[src/rtl/blkdma_pkg.sv]
package blkdma_pkg;
   localparam int NSIDES   = 2;
   localparam int SIDE_SRC = 0;
   localparam int SIDE_DST = 1;

   typedef struct packed {
      logic inc;   // address moves
      logic dec;   // moves downward when set
   } side_mode_t;
endpackage

[src/rtl/blk_dma_addr_step.sv]
module blk_dma_addr_step
   import blkdma_pkg::*;
#(
   parameter int AW = 16,
   parameter int SW = 1
) (
   input  logic          clk,
   input  logic          rst_n,
   input  logic          load,
   input  logic [AW-1:0] load_val,
   input  side_mode_t    load_mode,
   input  logic          adv,
   input  logic          rewind,
   input  logic [SW-1:0] size,
   output logic [AW-1:0] addr
);
   logic [AW-1:0] base_q, addr_q, step;
   side_mode_t    mode_q;

   always_comb step = AW'(1) << size;

   always_ff @(posedge clk or negedge rst_n) begin
      if (!rst_n) begin
         base_q <= '0;
         addr_q <= '0;
         mode_q <= '0;
      end else if (load) begin
         base_q <= load_val;
         addr_q <= load_val;
         mode_q <= load_mode;
      end else if (adv) begin
         if (rewind)
            addr_q <= base_q;
         else if (mode_q.inc)
            addr_q <= mode_q.dec ? addr_q - step : addr_q + step;
      end
   end

   assign addr = addr_q;
endmodule

[src/rtl/blk_dma_counts.sv]
module blk_dma_counts #(
   parameter int IW = 8,
   parameter int OW = 16
) (
   input  logic          clk,
   input  logic          rst_n,
   input  logic          load,
   input  logic [IW-1:0] ld_len,
   input  logic [OW-1:0] ld_blocks,
   input  logic          adv,
   output logic [IW-1:0] inner,
   output logic [OW-1:0] blocks,
   output logic          blk_last,
   output logic          chan_last
);
   logic [IW-1:0] inner_q, reload_q;
   logic [OW-1:0] blocks_q;

   assign blk_last  = adv && (inner_q == IW'(1));
   assign chan_last = blk_last && (blocks_q == OW'(1));

   always_ff @(posedge clk or negedge rst_n) begin
      if (!rst_n) begin
         inner_q  <= '0;
         reload_q <= '0;
         blocks_q <= '0;
      end else if (load) begin
         inner_q  <= ld_len;
         reload_q <= ld_len;
         blocks_q <= ld_blocks;
      end else if (blk_last) begin
         inner_q  <= reload_q;
         blocks_q <= blocks_q - OW'(1);
      end else if (adv) begin
         inner_q  <= inner_q - IW'(1);
      end
   end

   assign inner  = inner_q;
   assign blocks = blocks_q;
endmodule

[src/rtl/blk_dma_ctrl.sv]
module blk_dma_ctrl (
   input  logic clk,
   input  logic rst_n,
   input  logic load,
   input  logic ld_en,
   input  logic ld_irq_en,
   input  logic req,
   input  logic blk_last,
   input  logic chan_last,
   input  logic irq_clr,
   output logic active,
   output logic chan_en,
   output logic irq
);
   logic active_q, en_q, irq_en_q, irq_q;

   always_ff @(posedge clk or negedge rst_n) begin
      if (!rst_n) begin
         active_q <= 1'b0;
         en_q     <= 1'b0;
         irq_en_q <= 1'b0;
      end else if (load) begin
         active_q <= 1'b0;
         en_q     <= ld_en;
         irq_en_q <= ld_irq_en;
      end else if (blk_last) begin
         active_q <= 1'b0;
         if (chan_last) en_q <= 1'b0;
      end else if (req && en_q && !active_q) begin
         active_q <= 1'b1;
      end
   end

   always_ff @(posedge clk or negedge rst_n) begin
      if (!rst_n)
         irq_q <= 1'b0;
      else if (chan_last && irq_en_q && !load)
         irq_q <= 1'b1;
      else if (irq_clr)
         irq_q <= 1'b0;
   end

   assign active  = active_q;
   assign chan_en = en_q;
   assign irq     = irq_q;
endmodule

[src/rtl/blk_dma_seq.sv]
module blk_dma_seq
   import blkdma_pkg::*;
#(
   parameter int AW = 16,
   parameter int IW = 8,
   parameter int OW = 16,
   parameter int SW = 1
) (
   input  logic          clk,
   input  logic          rst_n,
   input  logic          cfg_load,
   input  logic          cfg_en,
   input  logic [AW-1:0] cfg_src,
   input  logic [AW-1:0] cfg_dst,
   input  logic [IW-1:0] cfg_bsize,
   input  logic [OW-1:0] cfg_bcount,
   input  logic [SW-1:0] cfg_size,
   input  logic          cfg_src_inc,
   input  logic          cfg_src_dec,
   input  logic          cfg_dst_inc,
   input  logic          cfg_dst_dec,
   input  logic          cfg_blk_is_dst,
   input  logic          cfg_irq_en,
   input  logic          irq_clr,
   input  logic          req,
   input  logic          mem_rdy,
   output logic          mem_rd,
   output logic          mem_wr,
   output logic [AW-1:0] mem_raddr,
   output logic [AW-1:0] mem_waddr,
   output logic [SW-1:0] mem_size,
   output logic          active,
   output logic          chan_en,
   output logic          irq,
   output logic [IW-1:0] sts_inner,
   output logic [OW-1:0] sts_blocks
);
   localparam int MAX_SIZE = (1 << SW) - 1;

   if (AW < 2)          begin : g_bad_aw $error("AW must be at least 2"); end
   if (IW < 2)          begin : g_bad_iw $error("IW must be at least 2"); end
   if (OW < 2)          begin : g_bad_ow $error("OW must be at least 2"); end
   if (SW < 1 || MAX_SIZE >= AW) begin : g_bad_sw $error("SW out of range for AW"); end

   logic          adv, blk_last, chan_last, active_w;
   logic [SW-1:0] size_q;
   logic          blk_dst_q;
   logic [AW-1:0] ld_addr  [NSIDES];
   logic [AW-1:0] cur_addr [NSIDES];
   side_mode_t    ld_mode  [NSIDES];

   always_ff @(posedge clk or negedge rst_n) begin
      if (!rst_n) begin
         size_q    <= '0;
         blk_dst_q <= 1'b0;
      end else if (cfg_load) begin
         size_q    <= cfg_size;
         blk_dst_q <= cfg_blk_is_dst;
      end
   end

   assign ld_addr[SIDE_SRC] = cfg_src;
   assign ld_addr[SIDE_DST] = cfg_dst;
   assign ld_mode[SIDE_SRC] = '{inc: cfg_src_inc, dec: cfg_src_dec};
   assign ld_mode[SIDE_DST] = '{inc: cfg_dst_inc, dec: cfg_dst_dec};

   assign adv = active_w && mem_rdy;

   for (genvar g = 0; g < NSIDES; g++) begin : g_side
      localparam logic IS_DST = (g == SIDE_DST);
      blk_dma_addr_step #(.AW(AW), .SW(SW)) u_step (
         .clk       (clk),
         .rst_n     (rst_n),
         .load      (cfg_load),
         .load_val  (ld_addr[g]),
         .load_mode (ld_mode[g]),
         .adv       (adv),
         .rewind    (blk_last && (blk_dst_q == IS_DST)),
         .size      (size_q),
         .addr      (cur_addr[g])
      );
   end

   blk_dma_counts #(.IW(IW), .OW(OW)) u_counts (
      .clk       (clk),
      .rst_n     (rst_n),
      .load      (cfg_load),
      .ld_len    (cfg_bsize),
      .ld_blocks (cfg_bcount),
      .adv       (adv),
      .inner     (sts_inner),
      .blocks    (sts_blocks),
      .blk_last  (blk_last),
      .chan_last (chan_last)
   );

   blk_dma_ctrl u_ctrl (
      .clk       (clk),
      .rst_n     (rst_n),
      .load      (cfg_load),
      .ld_en     (cfg_en),
      .ld_irq_en (cfg_irq_en),
      .req       (req),
      .blk_last  (blk_last),
      .chan_last (chan_last),
      .irq_clr   (irq_clr),
      .active    (active_w),
      .chan_en   (chan_en),
      .irq       (irq)
   );

   assign active    = active_w;
   assign mem_rd    = active_w;
   assign mem_wr    = active_w;
   assign mem_raddr = cur_addr[SIDE_SRC];
   assign mem_waddr = cur_addr[SIDE_DST];
   assign mem_size  = size_q;
endmodule

[config.mk]
export PLATFORM = sky130hd
export DESIGN_NAME = blk_dma_seq
export DESIGN_NICKNAME = d
export VERILOG_FILES = /design/src/rtl/blkdma_pkg.sv /design/src/rtl/blk_dma_addr_step.sv /design/src/rtl/blk_dma_counts.sv /design/src/rtl/blk_dma_ctrl.sv /design/src/rtl/blk_dma_seq.sv
export SDC_FILE = /design/constraint.sdc
export NUM_CORES = 1
export LEC_CHECK = 0
export BUFFER_PORTS_ARGS = -buffer_cell sky130_fd_sc_hd__buf_2
export CORE_MARGIN = 2
export CORE_UTILIZATION = 50
export DETAILED_ROUTE_END_ITERATION = 6
export PLACE_DENSITY = 0.78
export SLEW_MARGIN = 10
export SYNTH_ARGS = -nofsm -noshare
export SYNTH_HDL_FRONTEND = slang
export SYNTH_SLANG_ARGS = --single-unit
export TNS_END_PERCENT = 10
[constraint.sdc]
create_clock -name clk -period 3.2 [get_ports clk]
set_clock_uncertainty 0.15 [all_clocks]
set_input_delay 0.8 -clock clk [delete_from_list [all_inputs] [get_ports clk]]
set_output_delay 0.8 -clock clk [all_outputs]
set_load 0.03 [all_outputs]
==> run_results.csv <==
group,metric,value,unit
run_status,status,"finished, final reports clean",
floorplan,fp-row-count,41,
final_layout,area_delta_synth_final,18.6,%
clocking,ctsRootBufferMaster,"clkbuf_16",
routing,vias,5608,
critical_path,cp_max_fo,14,
routing,drc,0,
sta,worstMarginPinSlew,917,ps
floorplan,pin_count,132,
clocking,cts-buffers-inserted,9,
critical_path,worst_setup_path_end_kind,"flip-flop",
global_routing,grt_max_degree,55,
routing,drt_iter0_drc,345,
final_layout,antenna_cells,0,
synthesis,yosysWarnings,0,
sta,setup_viol,0,
critical_path,crit_arrival,3000,ps
synthesis,postSynthCellCount,710,
floorplan,die_area,13800,um2
global_routing,track_usage,0.231,
place,gp_congestion,0.860,
critical_path,r2r_slack,290,ps
synthesis,async_flop_share,1.00,
sta,fmax,343,MHz
clocking,holdBufCountCts,0,
synthesis,synth.cell_area,6440,um2
clocking,cts.repair.resized,0,
clocking,clkSinkCount,106,
floorplan,die_x,118,um
sta,rsz0062_at_grt,"no",
global_routing,grt_overflow,0,
critical_path,startpoint_type,"flip-flop",
global_routing,grt_pass1_vias,5360,
min_path,hp-class,"in -> async",
place,dpl.hpwl,11200,um
final_layout,fin_util,0.605,
critical_path,crit_type,"reg -> reg",
synthesis,synth-edff-count,0,
place,port_buffers,131,
synthesis,synth_seq_cells,106,
routing,ant_nets,0,
pwr,ir_drop,260,uV
routing,first_pass_iters,5,
routing,drt-wirelength-per-cell,15.6,um
synthesis,synth.distinct_cells,62,
sta,maxSlewHeadroom,0.386,
critical_path,cp_data_required_time,3290,ps
synthesis,ys_seq_area_frac,0.412,
clocking,clk_latency,360,ps
clocking,htreeDepth,3,
sta,finalCriticalPeriod,2910,ps
critical_path,reg2regPathDepth,9,
sta,finalHoldViolations,0,
routing,finalWirelength,15700,um
final_layout,nets,938,
synthesis,syn_avg_cell_area,9.07,um2
pwr,leakage,3.44,nW
floorplan,die_y,118,um
run,cap_violations,0,
synthesis,synth_ff_type,"dfrtp_1",
pwr,p_per_area,612,nW/um2
sta,tns,0,ps
sta,drv_slew,0,
final_layout,fillers,1150,
global_routing,grt_pass1_wl,26300,um
clocking,cts_tree,"built",
global_routing,antenna_found_initial,0,
floorplan,core,12600,um2
routing,via_per_inst,5.56,
floorplan,initial_core_util,0.510,
final_layout,drive_gt1_frac,0.244,
clocking,post_cts.repair.setup_buffers,0,
clocking,cts.reportedPaths.clkPinSlew,70,ps
sta,fin_crit_sh,0.910,
synthesis,syn_nets,816,
clocking,clk_path_buf_depth,2,
-- stage by stage --
stage                     power [mW]  area, um2  std cells  hold WS [ps]  worst slack [ps]
after floorplan                 2.94       6440        710           288               440
after global placement          3.36       7300        993           303               434
after detailed placement        3.39       7300        993           310               357
after CTS                       4.70       7640       1008           125               317
after global routing            4.95       7640       1008           126              47.0
final                           4.67       7640       1008           123               288
-- synth_stat cells, types with 4 or more instances --
cell type  instances  area, um2
clkbuf_1          21       78.8
o21a_1             8       60.1
nor3_1            17       85.1
o211ai_1          11       82.6
o22ai_1            7       43.8
nand2b_1           6       37.5
xnor2_1           21        184
o21ai_0           84        420
nand2_1           95        357
nor2b_1            8       50.1
xor2_1            15        131
a31oi_1            4       25.0
mux2_2            34        383
nor4_1             5       31.3
a22oi_1            4       30.0
nor2_1            49        184
nand3_1            9       45.0
o21ai_1           10       50.1
buf_2              5       25.0
a211oi_1          10       75.1
buf_1              4       15.0
ha_1              34        425
a21oi_1           40        200
mux2i_1            4       40.0
inv_1             28        105
or3_1             10       62.6
dfrtp_1          106       2650
-- kinds of logic after synthesis --
group	share of synthesized area
XOR/XNOR	0.0490
buffers and inverters	0.0383
AND/OR/NAND/NOR	0.166
adder cells (fa/ha/maj)	0.0723
flip-flops	0.412
AO/OA/AOI/OAI	0.197
multiplexers	0.0657
-- final timing paths --
check | from | end
worst min register to register | g_side[1].u_step.base_q[10]$_DFFE_PN0P_ | g_side[1].u_step.base_q[10]$_DFFE_PN0P_
worst max register to register | g_side[0].u_step.mode_q[0]$_DFFE_PN0P_ | g_side[0].u_step.addr[12]$_DFFE_PN0P_
worst max-delay path | g_side[0].u_step.mode_q[0]$_DFFE_PN0P_ | g_side[0].u_step.addr[12]$_DFFE_PN0P_
worst min-delay path | rst_n | g_side[0].u_step.base_q[5]$_DFFE_PN0P_
min in group clk | g_side[1].u_step.base_q[10]$_DFFE_PN0P_ | g_side[1].u_step.base_q[10]$_DFFE_PN0P_
max in group asynchronous | rst_n | u_ctrl.irq$_DFFE_PN0P_
-- layer usage --
layer | share of wire | track usage
met4 | 0.012 | 0.0580
met5 | 0 | 0
met3 | 0.060 | 0.0543
met1 | 0.46 | 0.311
met2 | 0.46 | 0.380
-- layout make-up --
type,count,area (um2),area share
clock buffer,10,239,0.0313
sequential,106,2650,0.347
inverter,28,105,0.0138
timing repair buffer,144,783,0.103
tap,172,215,0.0282
multi-input combinational,543,3540,0.464
clock inverter,5,103,0.0134
-- layout by cell type, fill, tap and decap left out, types with 21 or more instances in the layout --
master | synthesis | routed
nand2_1 | 95 | 95
buf_2 | 5 | 129
ha_1 | 34 | 34
inv_1 | 28 | 28
o21ai_0 | 84 | 84
dfrtp_1 | 106 | 106
a21oi_1 | 40 | 40
mux2_2 | 34 | 34
xnor2_1 | 21 | 21
nor2_1 | 49 | 49
-- registers in the layout (all words and copies together) (netlist names) --
| signal | flops |
|---|---|
| blk_dst_q | 1 |
| g_side.u_step.addr | 32 |
| g_side.u_step.base_q | 32 |
| g_side.u_step.mode_q | 4 |
| mem_size | 1 |
| u_counts.blocks | 16 |
| u_counts.inner | 8 |
| u_counts.reload_q | 8 |
| u_ctrl.active | 1 |
| u_ctrl.chan_en | 1 |
| u_ctrl.irq | 1 |
| u_ctrl.irq_en_q | 1 |
-- critical path, cell delays in order, from the launching register on --
cell and delay [ps]:
dfrtp_1 400, buf_4 210, ha_1 360, a21oi_1 280, inv_1 90, a2111oi_2 390, o21ai_1 210, a311oi_1 420
xor2_1 200, o21ai_0 90
-- report_power, final --
group | total (mW) | internal, mW | leakage, nW | switching, mW
Sequential | 1.68 | 1.51 | 1.26 | 0.167
Combinational | 1.70 | 0.690 | 2.02 | 1.01
Clock | 1.29 | 0.781 | 0.165 | 0.510
Power figures use the tool's default switching activity.
